===== src/rtl/ep_pkg.sv =====
package ep_pkg;
  localparam int CSR_SVC   = 0;
  localparam int CSR_DONE  = 1;
  localparam int CSR_FLUSH = 2;
  localparam int CSR_UND   = 3;
  localparam int CSR_SHORT = 4;

  typedef enum logic [1:0] {
    TX_IDLE = 2'd0,
    TX_SEND = 2'd1,
    TX_WAIT = 2'd2
  } tx_state_e;
endpackage


===== src/rtl/ep_pktbuf.sv =====
module ep_pktbuf #(
  parameter int PKT_BYTES = 64,
  parameter int LEN_W     = $clog2(PKT_BYTES + 1),
  parameter int IDX_W     = $clog2(PKT_BYTES)
) (
  input  logic             clk,
  input  logic             rst_n,
  input  logic             flush,
  input  logic             wr_en,
  input  logic [7:0]       wr_data,
  input  logic             commit_req,
  input  logic             release_i,
  input  logic [IDX_W-1:0] rd_idx,
  output logic             rd_valid,
  output logic [LEN_W-1:0] rd_len,
  output logic [7:0]       rd_byte,
  output logic [1:0]       n_committed,
  output logic             ovf
);
  localparam logic [LEN_W-1:0] LAST_CNT = LEN_W'(PKT_BYTES - 1);

  logic             wr_ptr, rd_ptr;
  logic [1:0]       com_w;
  logic [LEN_W-1:0] cnt_w [2];
  logic [7:0]       byte_w [2];
  logic             wr_full, wr_take, fill_commit, short_commit, any_commit;

  assign wr_full      = com_w[wr_ptr];
  assign wr_take      = wr_en && !wr_full && !flush;
  assign fill_commit  = wr_take && (cnt_w[wr_ptr] == LAST_CNT);
  assign short_commit = commit_req && !wr_en && !wr_full && !flush;
  assign any_commit   = fill_commit || short_commit;

  for (genvar g = 0; g < 2; g++) begin : g_buf
    logic [7:0]       mem [PKT_BYTES];
    logic             com_q;
    logic [LEN_W-1:0] cnt_q;
    logic             sel_wr, sel_rd;

    assign sel_wr = (wr_ptr == 1'(g));
    assign sel_rd = (rd_ptr == 1'(g));

    always_ff @(posedge clk) begin
      if (!rst_n || flush) begin
        com_q <= 1'b0;
        cnt_q <= '0;
      end else begin
        if (wr_take && sel_wr) cnt_q <= cnt_q + 1'b1;
        if (any_commit && sel_wr) com_q <= 1'b1;
        if (release_i && sel_rd) begin
          com_q <= 1'b0;
          cnt_q <= '0;
        end
      end
    end

    always_ff @(posedge clk) begin
      if (wr_take && sel_wr) mem[cnt_q[IDX_W-1:0]] <= wr_data;
    end

    assign com_w[g]  = com_q;
    assign cnt_w[g]  = cnt_q;
    assign byte_w[g] = mem[rd_idx];
  end

  always_ff @(posedge clk) begin
    if (!rst_n) begin
      wr_ptr <= 1'b0;
      rd_ptr <= 1'b0;
      ovf    <= 1'b0;
    end else begin
      if (wr_en && wr_full && !flush) ovf <= 1'b1;
      if (flush) begin
        wr_ptr <= 1'b0;
        rd_ptr <= 1'b0;
      end else begin
        if (any_commit) wr_ptr <= ~wr_ptr;
        if (release_i)  rd_ptr <= ~rd_ptr;
      end
    end
  end

  assign rd_valid    = com_w[rd_ptr];
  assign rd_len      = cnt_w[rd_ptr];
  assign rd_byte     = byte_w[rd_ptr];
  assign n_committed = 2'(com_w[0]) + 2'(com_w[1]);

  // dropping a byte into a full pair raises the sticky flag
  p_ovf_on_drop_r11: assert property (@(posedge clk) disable iff (!rst_n)
    (wr_en && wr_full && !flush) |=> ovf);
  p_ovf_sticky_r11: assert property (@(posedge clk) disable iff (!rst_n)
    ovf |=> ovf);
  // the final byte of a full packet commits the buffer it landed in
  p_fill_commits_r1: assert property (@(posedge clk) disable iff (!rst_n)
    fill_commit |=> com_w[$past(wr_ptr)]);
  // the read pointer only advances when a buffer is released
  p_rd_order_r9: assert property (@(posedge clk) disable iff (!rst_n)
    (!release_i && !flush) |=> $stable(rd_ptr));
endmodule


===== src/rtl/ep_txsched.sv =====
module ep_txsched
  import ep_pkg::*;
#(
  parameter int PKT_BYTES = 64,
  parameter int LEN_W     = $clog2(PKT_BYTES + 1),
  parameter int IDX_W     = $clog2(PKT_BYTES)
) (
  input  logic             clk,
  input  logic             rst_n,
  input  logic             flush,
  input  logic             in_tok,
  input  logic             rd_valid,
  input  logic [LEN_W-1:0] rd_len,
  input  logic             done,
  input  logic             tx_ready,
  input  logic             host_ack,
  input  logic             host_timeout,
  output logic             resp_data,
  output logic             resp_nak,
  output logic [LEN_W-1:0] resp_len,
  output logic             tx_valid,
  output logic             tx_last,
  output logic [IDX_W-1:0] rd_idx,
  output logic             release_o,
  output logic             und_set
);
  tx_state_e        state_q;
  logic [LEN_W-1:0] idx_q;
  logic             tok_idle, fire;

  assign tok_idle  = in_tok && (state_q == TX_IDLE) && !flush;
  assign tx_valid  = (state_q == TX_SEND);
  assign tx_last   = tx_valid && (idx_q == resp_len - 1'b1);
  assign fire      = tx_valid && tx_ready;
  assign rd_idx    = idx_q[IDX_W-1:0];
  assign release_o = (state_q == TX_WAIT) && host_ack && !flush;
  assign und_set   = tok_idle && !rd_valid && !done;

  always_ff @(posedge clk) begin
    if (!rst_n) begin
      state_q   <= TX_IDLE;
      idx_q     <= '0;
      resp_data <= 1'b0;
      resp_nak  <= 1'b0;
      resp_len  <= '0;
    end else begin
      resp_data <= 1'b0;
      resp_nak  <= 1'b0;
      if (flush) begin
        state_q <= TX_IDLE;
        idx_q   <= '0;
      end else begin
        case (state_q)
          TX_IDLE: begin
            if (tok_idle) begin
              if (rd_valid) begin
                resp_data <= 1'b1;
                resp_len  <= rd_len;
                idx_q     <= '0;
                state_q   <= (rd_len == '0) ? TX_WAIT : TX_SEND;
              end else begin
                resp_nak <= 1'b1;
              end
            end
          end
          TX_SEND: begin
            if (fire) begin
              if (tx_last) state_q <= TX_WAIT;
              else         idx_q   <= idx_q + 1'b1;
            end
          end
          TX_WAIT: begin
            if (host_ack || host_timeout) state_q <= TX_IDLE;
          end
          default: state_q <= TX_IDLE;
        endcase
      end
    end
  end

  // a token never draws both answers
  p_one_answer_r6: assert property (@(posedge clk) disable iff (!rst_n)
    !(resp_data && resp_nak));
  // a non-empty announced packet is followed by stream data
  p_stream_follows_r12: assert property (@(posedge clk) disable iff (!rst_n)
    (resp_data && resp_len != '0) |-> tx_valid);
  // an unaccepted byte is held
  p_hold_r12: assert property (@(posedge clk) disable iff (!rst_n)
    (tx_valid && !tx_ready && !flush) |=> (tx_valid && $stable(idx_q)));
endmodule


===== src/rtl/ep_csr.sv =====
module ep_csr
  import ep_pkg::*;
(
  input  logic       clk,
  input  logic       rst_n,
  input  logic       csr_we,
  input  logic [7:0] csr_wdata,
  input  logic       pkt_sent,
  input  logic       und_set,
  input  logic [1:0] n_committed,
  input  logic       irq_en,
  output logic [7:0] csr_rdata,
  output logic       irq,
  output logic       done,
  output logic       flush_req,
  output logic       short_req
);
  logic und_q;

  assign flush_req = csr_we && csr_wdata[CSR_FLUSH];
  assign short_req = csr_we && csr_wdata[CSR_SHORT];

  always_ff @(posedge clk) begin
    if (!rst_n) begin
      done  <= 1'b0;
      und_q <= 1'b0;
    end else begin
      if (pkt_sent)                           done <= 1'b1;
      else if (csr_we && csr_wdata[CSR_DONE]) done <= 1'b0;
      if (und_set)                            und_q <= 1'b1;
      else if (csr_we && csr_wdata[CSR_UND])  und_q <= 1'b0;
    end
  end

  always_comb begin
    csr_rdata          = '0;
    csr_rdata[CSR_SVC]  = (n_committed <= 2'd1);
    csr_rdata[CSR_DONE] = done;
    csr_rdata[CSR_UND]  = und_q;
  end

  assign irq = done && irq_en;

  // an acknowledged packet sets done even against a same-cycle clear
  p_done_on_ack_r4: assert property (@(posedge clk) disable iff (!rst_n)
    pkt_sent |=> done);
  // underrun alone never raises the interrupt
  p_und_no_irq_r8: assert property (@(posedge clk) disable iff (!rst_n)
    (und_q && !done) |-> !irq);
  // underrun holds until cleared by software
  p_und_sticky_r8: assert property (@(posedge clk) disable iff (!rst_n)
    (und_q && !(csr_we && csr_wdata[CSR_UND])) |=> und_q);
endmodule


===== src/rtl/bulk_in_ep.sv =====
module bulk_in_ep #(
  parameter int PKT_BYTES = 64,
  parameter int LEN_W     = $clog2(PKT_BYTES + 1)
) (
  input  logic             clk,
  input  logic             rst_n,
  input  logic             dat_we,
  input  logic [7:0]       dat_wdata,
  input  logic             csr_we,
  input  logic [7:0]       csr_wdata,
  output logic [7:0]       csr_rdata,
  input  logic             cfg_evt,
  input  logic             irq_en,
  output logic             irq,
  input  logic             in_tok,
  output logic             resp_data,
  output logic             resp_nak,
  output logic [LEN_W-1:0] resp_len,
  output logic             tx_valid,
  input  logic             tx_ready,
  output logic [7:0]       tx_data,
  output logic             tx_last,
  input  logic             host_ack,
  input  logic             host_timeout,
  output logic             ovf
);
  localparam int IDX_W = $clog2(PKT_BYTES);

  logic             flush, flush_req, short_req, done, release_w, und_set;
  logic             rd_valid;
  logic [LEN_W-1:0] rd_len;
  logic [IDX_W-1:0] rd_idx;
  logic [1:0]       n_committed;

  assign flush = flush_req || cfg_evt;

  ep_pktbuf #(.PKT_BYTES(PKT_BYTES), .LEN_W(LEN_W), .IDX_W(IDX_W)) u_buf (
    .clk(clk), .rst_n(rst_n), .flush(flush),
    .wr_en(dat_we), .wr_data(dat_wdata), .commit_req(short_req),
    .release_i(release_w), .rd_idx(rd_idx),
    .rd_valid(rd_valid), .rd_len(rd_len), .rd_byte(tx_data),
    .n_committed(n_committed), .ovf(ovf)
  );

  ep_txsched #(.PKT_BYTES(PKT_BYTES), .LEN_W(LEN_W), .IDX_W(IDX_W)) u_sched (
    .clk(clk), .rst_n(rst_n), .flush(flush), .in_tok(in_tok),
    .rd_valid(rd_valid), .rd_len(rd_len), .done(done),
    .tx_ready(tx_ready), .host_ack(host_ack), .host_timeout(host_timeout),
    .resp_data(resp_data), .resp_nak(resp_nak), .resp_len(resp_len),
    .tx_valid(tx_valid), .tx_last(tx_last), .rd_idx(rd_idx),
    .release_o(release_w), .und_set(und_set)
  );

  ep_csr u_csr (
    .clk(clk), .rst_n(rst_n), .csr_we(csr_we), .csr_wdata(csr_wdata),
    .pkt_sent(release_w), .und_set(und_set), .n_committed(n_committed),
    .irq_en(irq_en), .csr_rdata(csr_rdata), .irq(irq), .done(done),
    .flush_req(flush_req), .short_req(short_req)
  );

  // a flush leaves nothing committed
  p_flush_empties_r7: assert property (@(posedge clk) disable iff (!rst_n)
    flush |=> (n_committed == 2'd0 && !tx_valid));
  // the data answer only comes for a committed buffer
  p_data_needs_buf_r6: assert property (@(posedge clk) disable iff (!rst_n)
    (in_tok && !tx_valid && !flush && !rd_valid) |=> !resp_data);
endmodule


===== config.mk =====
export PLATFORM = sky130hd
export DESIGN_NAME = bulk_in_ep
export DESIGN_NICKNAME = d
export VERILOG_FILES = /design/src/rtl/ep_pkg.sv /design/src/rtl/ep_pktbuf.sv /design/src/rtl/ep_txsched.sv /design/src/rtl/ep_csr.sv /design/src/rtl/bulk_in_ep.sv
export SDC_FILE = /design/constraint.sdc
export NUM_CORES = 1
export LEC_CHECK = 0
export BUFFER_PORTS_ARGS = -buffer_cell sky130_fd_sc_hd__buf_2
export CAP_MARGIN = 20
export CORE_ASPECT_RATIO = 1.75
export CORE_MARGIN = 2
export CORE_UTILIZATION = 51
export CTS_CLUSTER_DIAMETER = 200
export DETAILED_ROUTE_END_ITERATION = 7
export GPL_ROUTABILITY_DRIVEN = 0
export PLACE_DENSITY = 0.78
export SLEW_MARGIN = 20
export SYNTH_ARGS = -nofsm -noshare
export SYNTH_HDL_FRONTEND = slang
export SYNTH_SLANG_ARGS = --single-unit

===== constraint.sdc =====
create_clock -name clk -period 3.4 [get_ports clk]
set_input_delay 0.17 -clock clk [delete_from_list [all_inputs] [get_ports clk]]
set_output_delay 0.17 -clock clk [all_outputs]
set_load 0.01 [all_outputs]

==> metrics.yaml <==
critical_path:
  worst_r2r_startpoint: "u_buf.g_buf[1].sel_wr$_SDFFE_PP0N_"
  crit_path_max_fanout: 8
  critical_r2r_capture: "u_buf.g_buf[0].mem[18][4]$_DFFE_PP_"
  crit_arrival_ps: 3350
  ff2ff_path_depth: 4
  sort_of_element_at_the_end_of_the_critical_path: "primary output"
  worstSetupPathType: "reg -> out"
  required_ps: 3230
  cp-start-kind: "flip-flop"
  setup.reg_to_reg.worst_slack_ps: 230
cells_and_area:
  filler_cell_count: 5354
  insertedDiodeCount: 0
  final_core_util_pct: 59.7
  nNetsFinal: 2431
  area.growth.synth_to_final_pct: 15.9
  final_layout_size_suffix_gt1_share_pct: 29.9
  stdcell_count: 3526
drt:
  ant_nets: 0
  wl_mm: 110
  drc: 0
  drtIter0Drc: 2715
  drt_via_density: 6.52
  vias_after_detailed_routing: 23001
  number_of_detailed_route_iterations_in_the_first_pass: 5
  wl_per_cell_um: 31.2
synthesis:
  netlist_area_um2: 42400
  synth_top_area_share_pct: 72.6
  share_of_flip_flops_with_an_asynchronous_set_or_reset_pct: 0
  ys_seq_area_share_pct: 74.7
  synth_enable_flop_cells: 1024
  synth.area.top_cells: "sky130_fd_sc_hd__edfxtp_1, sky130_fd_sc_hd__mux4_2, sky130_fd_sc_hd__nor2_1"
  syn_area_per_cell_um2: 19.5
  cell_count_after_synthesis: 2169
  top_count_cell_post_synth: "sky130_fd_sc_hd__edfxtp_1"
  synth-main-ff-cell: "sky130_fd_sc_hd__edfxtp_1"
  netlist.top_cell.by_area: "sky130_fd_sc_hd__edfxtp_1"
  synth.distinct_cells: 67
  synth_common_cells: "sky130_fd_sc_hd__edfxtp_1, sky130_fd_sc_hd__nor2_1, sky130_fd_sc_hd__mux4_2"
  yosys_warnings: 0
  synth_seq_cells: 1069
grt:
  globalRouteOverflowTotal: 0
  grtUsageTotal_pct: 25.2
  grt_antenna_before_repair: 0
  first_global_vias: 23580
  grt_first_pass_wirelength_mm: 156
  largest_net_degree_at_the_start_of_global_routing: 106
clocking:
  worstSkewPairLatency_ps: 680
  tritoncts_clock_tree: "done"
  clock_transition_at_the_registers_of_the_reported_paths_ps: 70
  cts-htree-levels: 3
  cts_buffer_count: 85
  clockBufferDepth: 3
  clock_tree.root_cell: "sky130_fd_sc_hd__clkbuf_16"
  clock-sinks: 1069
power:
  post-layout-total-power_w: 0.0247
  power_per_cell_area_nw_per_um2: 502
  cellLeakagePower_nw: 15.6
  ir_drop_mv: 0.791
hold_path:
  holdCritStartpoint: "dat_wdata[6]"
  min_path_cells: 1
  worst_hold_path.endpoint: "u_buf.g_buf[0].mem[35][6]$_DFFE_PP_"
  hold_path_class: "in -> reg"
timing:
  timing_worst_slew_pin_value_ps: 1130
  post-route-min-period_ps: 3520
  period_share_pct: 104
  slew_viol_final: 0
  whs_ps: 9.27
  headroom_to_the_max_slew_limit_pct: 25.0
  finalSetupViolCount: 7
  setup_ws_ps: -122
  grt_setup_unrepaired: "yes"
  finClkSkew_ps: 19.0
  timing_hold_violations_final: 0
  fmax_mhz: 284
floorplanning:
  die_wd_um: 222
  floorplan.initialDensity_pct: 51.5
  fp.coreArea_um2: 82300
  die-area_um2: 85500
  core.rowCount: 139
  die_height_um: 385
  top_level_ports: 55
placed_design:
  place_worst_setup_slack_ps: 142
  portBuffers: 45
  dp_cells: 3316
  detailed_place_hpwl_mm: 65.0
run:
  maxCapViolCount: 0
outcome:
  failed_checks: "setup timing"
  status: "complete, but fails checks"
-- critical path, cell delays in order, from the launching register on --
cell and delay, ps:
sky130_fd_sc_hd__dfxtp_4 430, sky130_fd_sc_hd__buf_6 130, sky130_fd_sc_hd__buf_12 130, sky130_fd_sc_hd__buf_4 150
sky130_fd_sc_hd__mux4_2 530, sky130_fd_sc_hd__a221oi_2 520, sky130_fd_sc_hd__a32o_1 370, sky130_fd_sc_hd__a2111oi_4 60
sky130_fd_sc_hd__and3_4 200, sky130_fd_sc_hd__buf_2 150
-- kinds of logic after synthesis --
kind of cell,share of synthesized area [%]
XOR/XNOR,0.529
adder cells (fa/ha/maj),0.118
flip-flops,74.7
AO/OA/AOI/OAI,2.86
multiplexers,14.7
other,0.00885
buffers and inverters,2.10
AND/OR/NAND/NOR,4.95
-- flip-flops by register name, indices dropped and copies added, names as in the netlist, named ones only --
| name | cells |
|---|---|
| u_buf.g_buf.com_q | 2 |
| u_buf.g_buf.sel_wr | 1 |
| u_buf.g_buf.sel_rd | 1 |
| u_buf.g_buf.mem | 1024 |
| u_buf.g_buf.cnt_q | 14 |
| u_sched.resp_len | 7 |
| u_buf.ovf | 1 |
| u_csr.und_q | 1 |
| u_sched.resp_nak | 1 |
| u_sched.state_q | 2 |
| u_sched.resp_data | 1 |
| u_sched.idx_q | 7 |
| u_csr.done | 1 |
-- report_power, final --
group | total (W) | switching (W) | internal, W
Sequential | 0.0144 | 0.00000448 | 0.0144
Combinational | 0.000345 | 0.000274 | 0.0000703
Clock | 0.00992 | 0.00464 | 0.00528
Total | 0.0247 | 0.00492 | 0.0198
-- cell type report --
cell class	count	area (um2)	area share [%]
flip-flops and latches	1069	31700	64.5
inverters	13	50.0	0.102
multi-input cells	966	10800	21.9
well taps	1057	1320	2.69
repair buffers	266	2610	5.30
clock inverters	50	522	1.06
clock buffers	105	2200	4.48
-- how the worst max path moves through the flow --
| stage | startpoint | end | slack (ps) | cells after the start |
|---|---|---|---|---|
| 3_5_place_dp | flip-flop | tx_data[6] | 140 | 10 |
| 6_report | flip-flop | tx_data[2] | -120 | 9 |
| 2_1_floorplan | u_buf.g_buf[1].sel_wr$_SDFFE_PP0N_ | u_buf.g_buf[0].mem[45][0]$_DFFE_PP_ | 970 | 5 |
| 3_3_place_gp | flip-flop | tx_data[7] | 170 | 10 |
| 4_1_cts | flip-flop | tx_data[2] | -30 | 10 |
| 5_1_grt | flip-flop | tx_data[2] | -170 | 9 |
-- metal layers --
layer  GRT usage (%)  routed length, um
met4            18.1               9680
met3            3.88               8110
met2            45.3              58200
met5               0                  0
met1            27.0              34200
-- repair_timing --
item | 4_1_cts | 5_1_grt
hold buffers | 18 | 1
gates resized for setup | 164 | 75
gates cloned | 5 | 2
hold endpoints to repair | 19 | 24
setup buffers | 15 | 18
pin swaps | 27 | 35
endpoints found under the setup margin | 8 | 8
-- layout by cell type (no fill, tap or decap), types with 11 or more instances in the layout --
| cell | synthesis | layout |
|---|---|---|
| sky130_fd_sc_hd__clkinv_2 | 0 | 13 |
| sky130_fd_sc_hd__nor2_1 | 258 | 255 |
| sky130_fd_sc_hd__dfxtp_1 | 45 | 42 |
| sky130_fd_sc_hd__dlygate4sd3_1 | 0 | 19 |
| sky130_fd_sc_hd__clkinv_1 | 0 | 14 |
| sky130_fd_sc_hd__a21oi_1 | 18 | 12 |
| sky130_fd_sc_hd__a32o_2 | 0 | 15 |
| sky130_fd_sc_hd__mux4_2 | 229 | 232 |
| sky130_fd_sc_hd__mux4_1 | 27 | 24 |
| sky130_fd_sc_hd__buf_2 | 30 | 31 |
| sky130_fd_sc_hd__edfxtp_1 | 1024 | 1024 |
| sky130_fd_sc_hd__buf_6 | 23 | 24 |
| sky130_fd_sc_hd__inv_1 | 11 | 11 |
| sky130_fd_sc_hd__nand3_1 | 24 | 22 |
| sky130_fd_sc_hd__a221oi_4 | 0 | 13 |
| sky130_fd_sc_hd__a221oi_2 | 1 | 14 |
| sky130_fd_sc_hd__buf_12 | 6 | 19 |
| sky130_fd_sc_hd__buf_4 | 10 | 154 |
| sky130_fd_sc_hd__clkbuf_16 | 0 | 87 |
| sky130_fd_sc_hd__clkbuf_1 | 41 | 20 |
| sky130_fd_sc_hd__mux2i_1 | 38 | 31 |
| sky130_fd_sc_hd__nand2_1 | 128 | 122 |
| sky130_fd_sc_hd__xnor2_1 | 14 | 14 |
-- per-stage QoR --
stage	instance area (um2)	setup TNS [ps]
2_1_floorplan	42400	0
3_3_place_gp	44600	0
3_5_place_dp	44600	0
4_1_cts	48500	-104
5_1_grt	49100	-621
6_report	49100	-470
Power figures use the tool's default switching activity.
